--- src/rtl/trig_irq_pkg.sv ---
package trig_irq_pkg;
  localparam int unsigned DATA_W = 16;
  localparam int unsigned ADDR_W = 6;
  localparam int unsigned LA_W   = 8;
  localparam int unsigned CODE_W = 3;

  localparam logic [ADDR_W-1:0] OFS_STAT = 6'h2A;
  localparam logic [ADDR_W-1:0] OFS_CTL  = 6'h2C;
  localparam logic [ADDR_W-1:0] OFS_MSRC = 6'h2E;
  localparam logic [ADDR_W-1:0] OFS_CLR  = 6'h30;

  // bit positions inside the status and control words
  localparam int unsigned BIT_LM   = 9;
  localparam int unsigned BIT_TRG  = 8;
  localparam int unsigned BIT_REQ  = 7;
  localparam int unsigned LVL_LSB  = 3;

  typedef struct packed {
    logic                lm_en_n;
    logic                trg_en_n;
    logic                req_en_n;
    logic [CODE_W-1:0]   lvl;
  } ctl_t;
endpackage

--- src/rtl/trig_edge_sync.sv ---
module trig_edge_sync #(
  parameter int unsigned WIDTH  = 10,
  parameter int unsigned STAGES = 2
) (
  input  logic             clk,
  input  logic             rst_n,
  input  logic [WIDTH-1:0] line_i,
  output logic [WIDTH-1:0] rise_o
);
  localparam int unsigned SW = (STAGES < 2) ? 2 : STAGES;

  for (genvar g = 0; g < WIDTH; g++) begin : g_line
    logic [SW-1:0] shf_q, shf_d;
    logic          prev_q;
    logic          synced;

    assign synced = shf_q[SW-1];

    always_comb begin
      shf_d = {shf_q[SW-2:0], line_i[g]};
    end

    always_ff @(posedge clk or negedge rst_n) begin
      if (!rst_n) begin
        shf_q  <= '0;
        prev_q <= 1'b0;
      end else begin
        shf_q  <= shf_d;
        prev_q <= synced;
      end
    end

    assign rise_o[g] = synced & ~prev_q;
  end
endmodule

--- src/rtl/trig_src_bank.sv ---
module trig_src_bank #(
  parameter int unsigned WIDTH = 10
) (
  input  logic             clk,
  input  logic             rst_n,
  input  logic [WIDTH-1:0] rise_i,
  input  logic             mask_we_i,
  input  logic [WIDTH-1:0] mask_wdata_i,
  input  logic             clr_we_i,
  input  logic [WIDTH-1:0] clr_bits_i,
  output logic [WIDTH-1:0] src_o,
  output logic [WIDTH-1:0] hit_o,
  output logic             hit_any_o
);
  logic [WIDTH-1:0] mask_q;
  logic [WIDTH-1:0] src_q, src_d;
  logic [WIDTH-1:0] clr_vec;

  assign hit_o     = rise_i & mask_q;
  assign hit_any_o = |hit_o;
  assign clr_vec   = clr_we_i ? clr_bits_i : '0;

  always_comb begin
    src_d = (src_q & ~clr_vec) | hit_o;
  end

  always_ff @(posedge clk or negedge rst_n) begin
    if (!rst_n) begin
      mask_q <= '0;
    end else if (mask_we_i) begin
      mask_q <= mask_wdata_i;
    end
  end

  always_ff @(posedge clk or negedge rst_n) begin
    if (!rst_n) begin
      src_q <= '0;
    end else begin
      src_q <= src_d;
    end
  end

  assign src_o = src_q;
endmodule

--- src/rtl/irq_level_dec.sv ---
module irq_level_dec #(
  parameter int unsigned LEVELS = 7,
  parameter int unsigned CODE_W = 3
) (
  input  logic [CODE_W-1:0] code_i,
  input  logic              active_i,
  output logic [LEVELS-1:0] irq_o
);
  // code 0 selects the highest level; the all-ones code matches no bit
  for (genvar k = 0; k < LEVELS; k++) begin : g_lvl
    localparam logic [CODE_W-1:0] MATCH = CODE_W'(LEVELS - 1 - k);
    assign irq_o[k] = active_i && (code_i == MATCH);
  end
endmodule

--- src/rtl/trig_irq_ctrl.sv ---
module trig_irq_ctrl
  import trig_irq_pkg::*;
#(
  parameter int unsigned N_TTL       = 8,
  parameter int unsigned N_ECL       = 2,
  parameter int unsigned SYNC_STAGES = 2,
  parameter int unsigned N_LEVELS    = 7
) (
  input  logic              clk,
  input  logic              rst_n,
  input  logic [N_TTL-1:0]  ttl_trig_i,
  input  logic [N_ECL-1:0]  ecl_trig_i,
  input  logic              locmon_evt_i,
  input  logic [7:0]        la_i,
  input  logic              reg_wr_i,
  input  logic              reg_rd_i,
  input  logic [5:0]        reg_addr_i,
  input  logic [15:0]       reg_wdata_i,
  input  logic              iack_i,
  output logic [15:0]       reg_rdata_o,
  output logic [N_LEVELS-1:0] irq_o
);
  localparam int unsigned N_LINES = N_TTL + N_ECL;
  localparam int unsigned PAD_W   = DATA_W - N_LINES;

  logic [N_LINES-1:0] lines;
  logic [N_LINES-1:0] rise;
  logic [N_LINES-1:0] hit;
  logic [N_LINES-1:0] src_q;
  logic               hit_any;

  logic  sel_stat, sel_ctl, sel_msrc, sel_clr;
  logic  ctl_we, mask_we, clr_we, sum_clr;

  ctl_t  ctl_q, ctl_d;
  logic  sum_trg_q, sum_trg_d;
  logic  sum_lm_q,  sum_lm_d;
  logic  req_active;

  assign lines = {ecl_trig_i, ttl_trig_i};

  // address decode
  assign sel_stat = (reg_addr_i == OFS_STAT);
  assign sel_ctl  = (reg_addr_i == OFS_CTL);
  assign sel_msrc = (reg_addr_i == OFS_MSRC);
  assign sel_clr  = (reg_addr_i == OFS_CLR);

  assign ctl_we  = reg_wr_i && sel_ctl;
  assign mask_we = reg_wr_i && sel_msrc;
  assign clr_we  = reg_wr_i && sel_clr;
  assign sum_clr = iack_i || (reg_rd_i && sel_stat);

  trig_edge_sync #(
    .WIDTH  (N_LINES),
    .STAGES (SYNC_STAGES)
  ) u_sync (
    .clk    (clk),
    .rst_n  (rst_n),
    .line_i (lines),
    .rise_o (rise)
  );

  trig_src_bank #(
    .WIDTH (N_LINES)
  ) u_bank (
    .clk          (clk),
    .rst_n        (rst_n),
    .rise_i       (rise),
    .mask_we_i    (mask_we),
    .mask_wdata_i (reg_wdata_i[N_LINES-1:0]),
    .clr_we_i     (clr_we),
    .clr_bits_i   (reg_wdata_i[N_LINES-1:0]),
    .src_o        (src_q),
    .hit_o        (hit),
    .hit_any_o    (hit_any)
  );

  // next state: control and summary flags
  always_comb begin
    ctl_d.lm_en_n  = reg_wdata_i[BIT_LM];
    ctl_d.trg_en_n = reg_wdata_i[BIT_TRG];
    ctl_d.req_en_n = reg_wdata_i[BIT_REQ];
    ctl_d.lvl      = reg_wdata_i[LVL_LSB +: CODE_W];
    sum_trg_d      = (sum_trg_q & ~sum_clr) | hit_any;
    sum_lm_d       = (sum_lm_q  & ~sum_clr) | locmon_evt_i;
  end

  always_ff @(posedge clk or negedge rst_n) begin
    if (!rst_n) begin
      ctl_q <= '1;
    end else if (ctl_we) begin
      ctl_q <= ctl_d;
    end
  end

  always_ff @(posedge clk or negedge rst_n) begin
    if (!rst_n) begin
      sum_trg_q <= 1'b0;
      sum_lm_q  <= 1'b0;
    end else begin
      sum_trg_q <= sum_trg_d;
      sum_lm_q  <= sum_lm_d;
    end
  end

  // request generation
  assign req_active = !ctl_q.req_en_n &&
                      ((sum_trg_q && !ctl_q.trg_en_n) ||
                       (sum_lm_q  && !ctl_q.lm_en_n));

  irq_level_dec #(
    .LEVELS (N_LEVELS),
    .CODE_W (CODE_W)
  ) u_dec (
    .code_i   (ctl_q.lvl),
    .active_i (req_active),
    .irq_o    (irq_o)
  );

  // read data
  always_comb begin
    logic [DATA_W-1:0] stat_w, ctl_w;
    stat_w          = '0;
    stat_w[BIT_LM]  = sum_lm_q;
    stat_w[BIT_TRG] = sum_trg_q;
    stat_w[LA_W-1:0] = iack_i ? la_i : '1;

    ctl_w                       = '1;
    ctl_w[BIT_LM]               = ctl_q.lm_en_n;
    ctl_w[BIT_TRG]              = ctl_q.trg_en_n;
    ctl_w[BIT_REQ]              = ctl_q.req_en_n;
    ctl_w[LVL_LSB +: CODE_W]    = ctl_q.lvl;

    if (iack_i)        reg_rdata_o = stat_w;
    else if (sel_stat) reg_rdata_o = stat_w;
    else if (sel_ctl)  reg_rdata_o = ctl_w;
    else if (sel_msrc) reg_rdata_o = {{PAD_W{1'b0}}, src_q};
    else               reg_rdata_o = '0;
  end
endmodule

--- config.mk ---
export PLATFORM = sky130hd
export DESIGN_NAME = trig_irq_ctrl
export DESIGN_NICKNAME = d
export VERILOG_FILES = /design/src/rtl/trig_irq_pkg.sv /design/src/rtl/trig_edge_sync.sv /design/src/rtl/trig_src_bank.sv /design/src/rtl/irq_level_dec.sv /design/src/rtl/trig_irq_ctrl.sv
export SDC_FILE = /design/constraint.sdc
export NUM_CORES = 1
export LEC_CHECK = 0
export ABC_AREA = 1
export CAP_MARGIN = 20
export CELL_PAD_IN_SITES_DETAIL_PLACEMENT = 1
export CELL_PAD_IN_SITES_GLOBAL_PLACEMENT = 1
export CORE_MARGIN = 2
export CORE_UTILIZATION = 50
export CTS_CLUSTER_DIAMETER = 200
export DETAILED_ROUTE_END_ITERATION = 7
export DONT_BUFFER_PORTS = 1
export PLACE_DENSITY = 0.86
export SKIP_LAST_GASP = 1
export SLEW_MARGIN = 30
export SYNTH_ARGS = -nofsm -noshare
export SYNTH_HDL_FRONTEND = slang
export SYNTH_SLANG_ARGS = --single-unit
--- constraint.sdc ---
create_clock -name clk -period 1.9 [get_ports clk]
set_input_delay 0 -clock clk [delete_from_list [all_inputs] [get_ports clk]]
set_output_delay 0 -clock clk [all_outputs]
set_load 0.01 [all_outputs]
==> flow_summary.toml <==
[worst_setup_path]
cp-end-kind = "flip-flop"
r2r_cells = 3
r2r_start = "sum_trg_q$_DFF_PN0_"
cp-start-kind = "input pin"
critPathMaxFanout = 10
worstPathArrival_ns = 1.96
r2r-end = "sum_trg_q$_DFF_PN0_"
crit_required_ns = 2.12
r2r_slack_ns = 0.63
critical_path_class = "input pin to flip-flop"

[clock_network]
cts_buffer_depth = 2
cts_buffers = 9
clk_pin_slew_ns = 0.07
cts.sinks = 58
htree_levels = 3
cts-root-buf = "clkbuf_8"
cts_tree = "built"
insertion_delay_ns = 0.33
cts.repair.resized = 0
post-cts-setup-buffers = 0

[global_routing]
grt_pass1_wl_um = 9900
track_usage = 0.246
antenna_found_initial = 0
grt_max_degree = 59
grt-ovfl-total = 0
grt_pass1_vias = 2063

[sta]
fin_tns_setup_ns = 0
worst_pin_slew_ns = 0.545
finalSetupViolations = 0
period_minus_slack_ns = 1.74
grt_setup_unrepaired = "no"
finalCritPeriodShare = 0.918
skew_ns = 0.00678
max_freq_mhz = 573
drv_slew = 0
max-slew-margin-rel = 0.635
finalHoldViolCount = 0

[synthesis]
synth_ff_type = "dfrtp_1"
synth-seq-area-share = 0.572
synth_common_cells = "58 x nand2_1, 52 x dfrtp_1, 30 x inv_1, 30 x nand3_1, 30 x nor2_1"
yosys-top-cells-area = "dfrtp_1 51%, nand2_1 8.5%, dfstp_2 6.2%"
yosys.cell_count.top_type = "nand2_1"
synth_top_area_cell = "dfrtp_1"
synth.avg_cell_area_um2 = 9.41
synth_seq_cells = 58
syn_inst = 271
synthDistinctLibCells = 26
async_reset_ff_frac = 1.00
syn_area_um2 = 2550
yosysWarnings = 0
synth_edf_count = 0
syn-num-nets = 317
synth_top_area_frac = 0.510

[worst_hold_path]
min_to = "u_bank.src_o[1]$_DFF_PN0_"
min_from = "reg_addr_i[5]"
hold_path.class = "input pin to flip-flop"
whs_path_depth = 5

[cells_and_area]
n_antenna_cell = 0
fillCellCount = 538
fin_nets = 348
syn_to_final_growth_pct = 21.2
layout-drive-gt1-share = 0.189
fin_area_um2 = 3090

[route]
viasPerCell = 5.13
dr.pass1.iters = 4
post-route-drc-count = 0
wirelength_um = 6280
ant_nets = 0
num_vias = 1918
first_iter_violations = 91
routedWlPerCell_um = 16.8

[power_and_ir_drop]
power_density_nw_per_um2 = 996
switching_share = 0.269
p_comb_frac = 0.119
pwr-share-seq = 0.468
leakagePower_nw = 1.49
peakVddDrop_v = 0.00105
pwr-share-clk = 0.413
power.internal_mw = 2.25
power.switching_uw = 830

[placed_design]
place.gp.congestion = 0.791
placed_area_um2 = 2560
portBuffers = 0
dp_hpwl_um = 3980

[floorplanning]
core_area_um2 = 4820
ios = 69
fp.dieH_um = 75.4
die-area_um2 = 5690
initial_core_util = 0.529
rows = 25
die_w_um = 75.4

[status]
outcome = "finished clean"

[flow_run]
maxCapViolCount = 0
## through the flow
step	utilization	hold WS, ns	worst slack (ns)	power (mW)	instances
3_3_place_gp	0.531	-0.295	0.641	1.70	329
2_1_floorplan	-	-0.296	0.968	1.66	271
3_5_place_dp	0.531	-0.295	0.580	1.73	329
5_1_grt	0.642	0.0887	0.109	3.21	374
6_report	0.642	0.0716	0.156	3.08	374
4_1_cts	0.642	0.0493	0.216	3.08	374
## placed cells by master (no fill, tap or decap), types with 3 or more instances in the layout
master,synthesis,routed
inv_1,30,30
nor2_1,30,30
nand3_1,30,30
dfstp_2,6,6
dfrtp_1,52,52
clkbuf_8,0,9
o21ai_1,5,5
o21ai_2,16,16
nand3b_1,4,4
inv_2,3,3
nor3_1,6,6
dlygate4sd3_1,0,28
nand2_1,58,58
nor2_4,4,4
## cell families after synthesis
| logic type | count (synthesis) | synth area share |
|---|---|---|
| simple gates | 146 | 0.275 |
| buf+inv | 43 | 0.0810 |
| compound gates | 24 | 0.0721 |
| flops | 58 | 0.572 |
## metal layers
layer | global-route usage | vias up | part of all wire
li1 | - | 916 | -
met1 | 0.305 | 944 | 0.43
met2 | 0.427 | 54 | 0.52
met3 | 0.0463 | 4 | 0.044
met4 | 0.0975 | 0 | 0.0054
met5 | 0 | - | 0
## cell type report
type / instances / area (µm²) / share of cell area
inverter: 33 / 124 / 0.0401
tap: 67 / 83.8 / 0.0271
clock inverter: 7 / 101 / 0.0328
multi-input combinational: 170 / 885 / 0.286
sequential: 58 / 1460 / 0.472
timing repair buffer: 30 / 315 / 0.102
clock buffer: 9 / 124 / 0.0401
## sequential cells by signal, summed over array words and instances (netlist names)
name and count:
ctl_q 6, sum_lm_q 1, sum_trg_q 1, u_bank.mask_q 10
u_bank.src_o 10, u_sync.g_line.prev_q 10, u_sync.g_line.shf_q 20
## power by group through the flow
stage               registers (mW)  logic (mW)  clock network (mW)
global route                  1.45       0.413                1.34
finish                        1.44       0.368                1.27
floorplan                     1.43       0.229                   0
detailed placement            1.46       0.278                   0
global placement              1.45       0.257                   0
CTS                           1.43       0.368                1.28
## repair_timing
item	in CTS	in global routing
setup endpoints to repair	0	0
hold endpoints to repair	96	0
hold buffers	29	0
## worst max-delay path, stage by stage
cell,delay (ns)
dlygate4sd3_1,0.58
nor3_4,0.17
dlygate4sd3_1,0.85
nand3_1,0.17
nand2_1,0.11
o21ai_1,0.07
## worst max-delay path by stage
stage	from	end	slack, ns	depth (start not counted)
floorplan	ctl_q[2]$_DFFE_PN1P_	irq_o[0]	0.97	2
global route	reg_addr_i[1]	u_bank.src_o[8]$_DFF_PN0_	0.11	6
detailed placement	reg_addr_i[4]	ctl_q[0]$_DFFE_PN1P_	0.58	6
global placement	reg_addr_i[4]	ctl_q[1]$_DFFE_PN1P_	0.64	6
CTS	reg_addr_i[1]	u_bank.src_o[8]$_DFF_PN0_	0.22	6
finish	reg_addr_i[1]	u_bank.src_o[8]$_DFF_PN0_	0.16	6
No activity file was read; power rests on OpenSTA's default activity.
